### src/rtl/stopwatch_pkg.sv
package stopwatch_pkg;
  localparam int NUM_DIGITS = 5;
  localparam int DIGIT_W    = 4;

  // Digit order, least significant first:
  // tenths, seconds units, seconds tens, minutes units, minutes tens
  function automatic int digit_modulus(input int idx);
    case (idx)
      2, 4:    return 6;
      default: return 10;
    endcase
  endfunction
endpackage

### src/rtl/stopwatch_digit.sv
module stopwatch_digit #(
  parameter int MODULUS = 10,
  parameter int WIDTH   = 4
) (
  input  logic             clk,
  input  logic             rst,
  input  logic             step_en,
  output logic [WIDTH-1:0] value,
  output logic             at_max
);
  localparam logic [WIDTH-1:0] TOP = WIDTH'(MODULUS - 1);

  assign at_max = (value == TOP);

  always_ff @(posedge clk) begin
    if (rst) begin
      value <= '0;
    end else if (step_en) begin
      value <= at_max ? '0 : value + 1'b1;
    end
  end

  assert_digit_range_R10: assert property (@(posedge clk) disable iff (rst)
    value <= TOP);

  assert_digit_wrap_R5: assert property (@(posedge clk) disable iff (rst)
    (step_en && at_max) |=> (value == '0));

  assert_digit_hold_R4: assert property (@(posedge clk) disable iff (rst)
    !step_en |=> $stable(value));
endmodule

### src/rtl/stopwatch_ctrl.sv
module stopwatch_ctrl (
  input  logic clk,
  input  logic rst,
  input  logic tick,
  input  logic start_req,
  input  logic stop_req,
  input  logic count_full,
  output logic running,
  output logic overflow,
  output logic advance
);
  always_ff @(posedge clk) begin
    if (rst) begin
      running <= 1'b0;
    end else if (stop_req) begin
      running <= 1'b0;
    end else if (start_req) begin
      running <= 1'b1;
    end
  end

  always_ff @(posedge clk) begin
    if (rst) begin
      overflow <= 1'b0;
    end else if (tick && running && count_full) begin
      overflow <= 1'b1;
    end
  end

  assign advance = tick && running && !count_full;

  assert_stop_wins_R3: assert property (@(posedge clk) disable iff (rst)
    stop_req |=> !running);

  assert_start_runs_R2: assert property (@(posedge clk) disable iff (rst)
    (start_req && !stop_req) |=> running);

  assert_sticky_overflow_R8: assert property (@(posedge clk) disable iff (rst)
    overflow |=> overflow);

  assert_overflow_cause_R8: assert property (@(posedge clk) disable iff (rst)
    $rose(overflow) |-> $past(tick && running && count_full));
endmodule

### src/rtl/stopwatch_bcd.sv
module stopwatch_bcd
  import stopwatch_pkg::*;
(
  input  logic       clk,
  input  logic       rst,
  input  logic       tick_10hz,
  input  logic       start_pulse,
  input  logic       stop_pulse,
  output logic [3:0] tenths_o,
  output logic [3:0] sec_ones_o,
  output logic [3:0] sec_tens_o,
  output logic [3:0] min_ones_o,
  output logic [3:0] min_tens_o,
  output logic       running_o,
  output logic       overflow_o
);
  logic [DIGIT_W-1:0] digit_val [NUM_DIGITS];
  logic [NUM_DIGITS-1:0] digit_top;
  logic [NUM_DIGITS:0]   lower_full;
  logic                  advance;
  logic                  count_full;

  assign lower_full[0] = 1'b1;
  assign count_full    = lower_full[NUM_DIGITS];

  stopwatch_ctrl u_ctrl (
    .clk        (clk),
    .rst        (rst),
    .tick       (tick_10hz),
    .start_req  (start_pulse),
    .stop_req   (stop_pulse),
    .count_full (count_full),
    .running    (running_o),
    .overflow   (overflow_o),
    .advance    (advance)
  );

  for (genvar i = 0; i < NUM_DIGITS; i++) begin : g_digit
    assign lower_full[i+1] = lower_full[i] && digit_top[i];

    stopwatch_digit #(
      .MODULUS (digit_modulus(i)),
      .WIDTH   (DIGIT_W)
    ) u_digit (
      .clk     (clk),
      .rst     (rst),
      .step_en (advance && lower_full[i]),
      .value   (digit_val[i]),
      .at_max  (digit_top[i])
    );
  end

  assign tenths_o   = digit_val[0];
  assign sec_ones_o = digit_val[1];
  assign sec_tens_o = digit_val[2];
  assign min_ones_o = digit_val[3];
  assign min_tens_o = digit_val[4];

  assert_overflow_at_max_R8: assert property (@(posedge clk) disable iff (rst)
    overflow_o |-> (tenths_o == 4'd9 && sec_ones_o == 4'd9 && sec_tens_o == 4'd5
                    && min_ones_o == 4'd9 && min_tens_o == 4'd5));

  assert_hold_when_idle_R2: assert property (@(posedge clk) disable iff (rst)
    !running_o |=> $stable({min_tens_o, min_ones_o, sec_tens_o, sec_ones_o, tenths_o}));
endmodule

### config.mk
export PLATFORM = sky130hd
export DESIGN_NAME = stopwatch_bcd
export DESIGN_NICKNAME = d
export VERILOG_FILES = /design/src/rtl/stopwatch_pkg.sv /design/src/rtl/stopwatch_digit.sv /design/src/rtl/stopwatch_ctrl.sv /design/src/rtl/stopwatch_bcd.sv
export SDC_FILE = /design/constraint.sdc
export NUM_CORES = 1
export LEC_CHECK = 0
export ABC_AREA = 1
export BUFFER_PORTS_ARGS = -buffer_cell sky130_fd_sc_hd__buf_2
export CORE_MARGIN = 5
export CORE_UTILIZATION = 52
export DETAILED_ROUTE_END_ITERATION = 12
export GPL_TIMING_DRIVEN = 0
export PLACE_DENSITY_LB_ADDON = 0.12
export SETUP_SLACK_MARGIN = 0.02
export SYNTH_ARGS = -nofsm -noshare
export SYNTH_HDL_FRONTEND = slang
export SYNTH_HIERARCHICAL = 1
export SYNTH_SLANG_ARGS = --single-unit
### constraint.sdc
create_clock -name clk -period 2.2 [get_ports clk]
set_input_delay 0.22 -clock clk [delete_from_list [all_inputs] [get_ports clk]]
set_output_delay 0.22 -clock clk [all_outputs]
set_load 0.02 [all_outputs]
# After elaboration in Yosys (flattened, before gate mapping)
# Cells that the tools add are included.
[word_totals] ff_bits=22 inputBits=5 output_inout_bits=22 wordCells=35
[classes] n_addsub=5 n_eq_ne=5 muxes=5 reduce_logical=13
[ops] cell="adder 4 x 1 -> 4 bit (second input constant)" count=5
[ops] cell="two-way mux 4 bit" count=5
[ops] cell="equality test 4 bit (second input constant)" count=3
[ops] cell="logical AND 1 bit" count=11
[ops] cell="equality test 4 x 3 -> 1 bit (second input constant)" count=2
[ops] cell="OR reduction 2 bit" count=1
[ops] cell="logical NOT 1 bit" count=1

# Logic depth before layout (Yosys ltp)
[depth] word_depth=8 ltp_mapped=14 ltp_nobuf=14

# Modules after synthesis
# The synthesis kept the hierarchy.
[modules_own_cells] mod="stopwatch_digit at g_digit[0].u_digit ..." instances=3 cells_each=31 area_each_um2=205.2 seq_area_each_um2=80.1
[modules_own_cells] mod="stopwatch_digit at g_digit[2].u_digit ..." instances=2 cells_each=32 area_each_um2=202.7 seq_area_each_um2=80.1
[modules_own_cells] mod="stopwatch_ctrl" instances=1 cells_each=9 area_each_um2=73.8 seq_area_each_um2=40.0
[modules_own_cells] mod="stopwatch_bcd" instances=1 cells_each=10 area_each_um2=45.0 seq_area_each_um2=0.0

# Worst setup path after synthesis
# OpenSTA, ideal clock, no wires.
[synth_path] kind="register -> register" startpoint="register g_digit[1].u_digit.value[2]" endpoint="register g_digit[4].u_digit.value[2]" setup_ns=0.064 arrival_time_ns=1.848 required_ns=2.136 slack_ns=0.288 stages_incl_launch_ff=15 path_buffers=0 synth_period_minus_slack_ns=1.912 path_cell_list="dfxtp_1 inv_1 nand2_2 nor3_1 nand3_1 nor2_1 nor2_1 nand3_2 nor2_1 nand2_2 inv_2 nand2_2 nand2_2 nand2_1 nor2_1"
[synth_between] elab_chain_len=8
[synth_rtl] element="start: declaration" line_no="stopwatch_digit.sv:8" source="output logic [WIDTH-1:0] value,"
[synth_rtl] element="start signal: assignment" line_no="stopwatch_digit.sv:19" source="value <= at_max ? '0 : value + 1'b1;"
[synth_rtl] element="equality test 4 bit" line_no="stopwatch_digit.sv:13" source="assign at_max = (value == TOP);"
[synth_rtl] element="named net digit_top[1]" line_no="stopwatch_bcd.sv:18" source="logic [NUM_DIGITS-1:0] digit_top;"
[synth_rtl] element="logical AND 1 bit (4 in series)" line_no="stopwatch_bcd.sv:39" source="assign lower_full[i+1] = lower_full[i] && digit_top[i];"
[synth_rtl] element="named net count_full" line_no="stopwatch_bcd.sv:21" source="logic count_full;"
[synth_rtl] element="logical NOT 1 bit" line_no="stopwatch_ctrl.sv:30" source="assign advance = tick && running && !count_full;"
[synth_rtl] element="logical AND 1 bit" line_no="stopwatch_ctrl.sv:30"
[synth_rtl] element="named net advance" line_no="stopwatch_bcd.sv:20" source="logic advance;"
[synth_rtl] element="logical AND 1 bit" line_no="stopwatch_bcd.sv:47" source=".step_en (advance && lower_full[i]),"
[synth_rtl] element="end signal: assignment" line_no="stopwatch_digit.sv:19"
[synth_rtl] element="end: declaration" line_no="stopwatch_digit.sv:8"
# The timed path passes the listed nets, and every way through them passes these cells.
# A chain may end at the register's enable or synchronous reset.

# Final worst setup path
[layout_path] startpoint="register g_digit[2].u_digit.value[3]" endpoint="register g_digit[3].u_digit.value[3]"
[layout_between] elab_chain_len=7
[layout_rtl] element="start: declaration" line_no="stopwatch_digit.sv:8"
[layout_rtl] element="start signal: assignment" line_no="stopwatch_digit.sv:19"
[layout_rtl] element="equality test 4 x 3 -> 1 bit" line_no="stopwatch_digit.sv:13"
[layout_rtl] element="named net digit_top[2]" line_no="stopwatch_bcd.sv:18"
[layout_rtl] element="logical AND 1 bit (3 in series)" line_no="stopwatch_bcd.sv:39"
[layout_rtl] element="named net count_full" line_no="stopwatch_bcd.sv:21"
[layout_rtl] element="logical NOT 1 bit" line_no="stopwatch_ctrl.sv:30"
[layout_rtl] element="logical AND 1 bit" line_no="stopwatch_ctrl.sv:30"
[layout_rtl] element="named net advance" line_no="stopwatch_bcd.sv:20"
[layout_rtl] element="logical AND 1 bit" line_no="stopwatch_bcd.sv:47"
[layout_rtl] element="end signal: assignment" line_no="stopwatch_digit.sv:19"
[layout_rtl] element="end: declaration" line_no="stopwatch_digit.sv:8"
# The timed path passes the listed nets, and every way through them passes these cells.

==> summary.md <==
| Metric | Value |
|---|---|
| Status | finished, final reports clean |
| Pwr Density | 455.0 nW/um2 |
| CP Capture Type | flop |
| Share of cells above drive strength 1 | 28.29% |
| Fin crit share | 89.52% |
| Via density | 4.837 |
| Core Region | 2148 um2 |
| CP Max Fanout | 6 |
| Starting DRT DRC Count | 33 |
| CTS tree | built |
| Commonest non-fill, non-tap cell in the layout | nand2_1 |
| Sink Count | 22 |
| Ant. Diodes | 0 |
| RSZ-0062 raised after global routing | false |
| Routed wire per std cell | 9.751 um |
| DP HPWL | 1782 um |
| WS Path Type | flop to flop |
| Vias in the first global route | 962 |
| Tot GR Track Use | 14.57% |
| Final Util | 62.03% |
| First-pass GRT wire length | 3808 um |
| Initial DRT Pass Iterations | 4 |
| RePlAce Congestion | 0.8103 |
| Post-Synthesis Cells | 176 |
| Sequential share of the synthesized area | 38.64% |
| Ports | 27 |
| Fin. max-slew vios | 0 |
| Count of cell types in the netlist | 15 |
| Largest net degree at the start of global routing | 12 |
| TNS Setup | 0 ns |
| Post-Syn Area | 1140 um2 |
| Worst Path Arrival | 2.18 ns |
| Total CTS buffers | 3 |
| Worst skew pair latency | 0.30 ns |
| WP data required | 2.41 ns |
| # port buffers | 26 |
| Area Overhead vs Synth | 16.90% |
| Wirelength, routed | 2272 um |
| Peak supply drop | 0.3362 mV |
| Chip height | 56.82 um |
| Max-cap violations | 0 |
| Max-slew headroom | 72.28% |
| Avg Inst Size Synth | 6.476 um2 |
| Synth Net Count | 181 |
| Net count, final | 212 |
| CTS Root Cell | clkbuf_4 |
| Die Area | 3229 um2 |
| Die X | 56.82 um |
| Antenna-violating nets left | 0 |
| Total gr overflow | 0 |
| Slew @ Worst Pin | 0.4126 ns |
| Static Leak | 0.6821 nW |
| Number of synthesized register bits | 22 |
| Clock buffer depth | 2 |
| H-tree levels | 1 |
| Synth warnings | 6 |
| Via count | 1127 |
| DRC Markers | 0 |
| Setup repair bufs after CTS | 0 |
| Hold WC Path Type | primary input to flop |
| Clock Skew | 0.001673 ns |
| Final Hold Viols | 0 |
| Initial antenna violation count | 0 |
| Initial Utilization | 53.06% |
| Final number of setup-violating endpoints | 0 |
| Commonest cells after routing, fill and taps aside | nand2_1 (35), inv_1 (32), buf_2 (26) |
| Post-layout min period | 1.969 ns |
| Row cnt | 17 |
| Worst-path clk slew | 0.12 ns |
| Startpoint types | flop |
| Max Freq | 507.8 MHz |
| Filler Cell Count | 209 |
==> repair_timing <==
item,4_1_cts,5_1_grt
resized for setup,0,2
setup endpoints to repair,0,4
hold buffers,0,0
==> cell type report <==
class / instances / area, um2 / share of cell area (%)
Multi-Input combinational cell: 114 / 554.3 / 41.60
Timing Repair Buffer: 26 / 130.1 / 9.765
Inverter: 40 / 150.1 / 11.27
Sequential cell: 22 / 440.4 / 33.05
Clock buffer: 3 / 22.52 / 1.690
Tap cell: 28 / 35.03 / 2.629
==> layer usage <==
layer  routed length, um  track usage [%]
met1                 998            17.17
met3                 118            2.989
met2                1140            25.41
met5                   0                0
met4                  14            5.960
==> cell families after synthesis <==
group	Yosys count	share of synthesized area, %
AND/OR/NAND/NOR	98	39.85
buffers and inverters	40	13.17
flip-flops	22	38.64
AO/OA/AOI/OAI	16	8.341
==> power breakdown <==
group / switching (mW) / internal, mW
clock network: 0.114 / 0.0637
logic: 0.0173 / 0.00905
registers: 0.00187 / 0.400
==> cells in the mapped netlist <==
cell     count  area [um2]
nand2_1     35       131.4
inv_1       32       120.1
nor2_1      27       101.4
dfxtp_1     22       440.4
nand3_1     12       60.06
nand2_2      9       56.30
inv_2        8       30.03
a21oi_1      7       35.03
nor3_1       6       30.03
o21ai_0      5       25.02
a21oi_2      4       35.03
nand4_1      3       18.77
nor2_4       3       33.78
nor2_2       2       12.51
nand3_2      1       10.01
==> worst max-delay path, stage by stage, from the launching register on <==
cell     delay, ns
dfxtp_1       0.38
inv_1         0.06
nand2_1       0.10
nor3_1        0.07
nand2_1       0.10
nor2_1        0.07
nor2_2        0.23
nand3_2       0.14
nor2_1        0.26
nand2_1       0.16
nor2_4        0.12
nand3_1       0.07
nand2_1       0.07
nor2_1        0.04
==> stage by stage <==
| step | cells | total power [mW] | hold slack, ns | setup slack [ns] | cell area (um2) |
|---|---|---|---|---|---|
| floorplan | 176 | 0.4268 | 0.2824 | 0.2883 | 1140 |
| global placement | 230 | 0.4366 | 0.3845 | 0.2295 | 1305 |
| detailed placement | 230 | 0.4370 | 0.3862 | 0.1831 | 1305 |
| CTS | 233 | 0.6176 | 0.04622 | 0.1523 | 1328 |
| global route | 233 | 0.6410 | 0.04465 | 0.06099 | 1333 |
| finish | 233 | 0.6063 | 0.06469 | 0.2307 | 1333 |
==> sequential cells by signal (all words and copies together) (netlist names) <==
signal and flops:
u_ctrl/overflow 1, g_digit.u_digit/value 20, u_ctrl/running 1
==> final timing paths <==
| path | from | end | slack (ns) | depth (start not counted) |
|---|---|---|---|---|
| setup reg to reg | g_digit[2].u_digit/value[3] | g_digit[3].u_digit/value[3] | 0.23 | 13 |
| hold / removal | stop_pulse | u_ctrl/running | 0.06 | 2 |
| hold reg to reg | u_ctrl/overflow | u_ctrl/overflow | 0.48 | 2 |
| setup / recovery | g_digit[2].u_digit/value[3] | g_digit[3].u_digit/value[3] | 0.23 | 13 |
(Power assumes the default switching activity.)
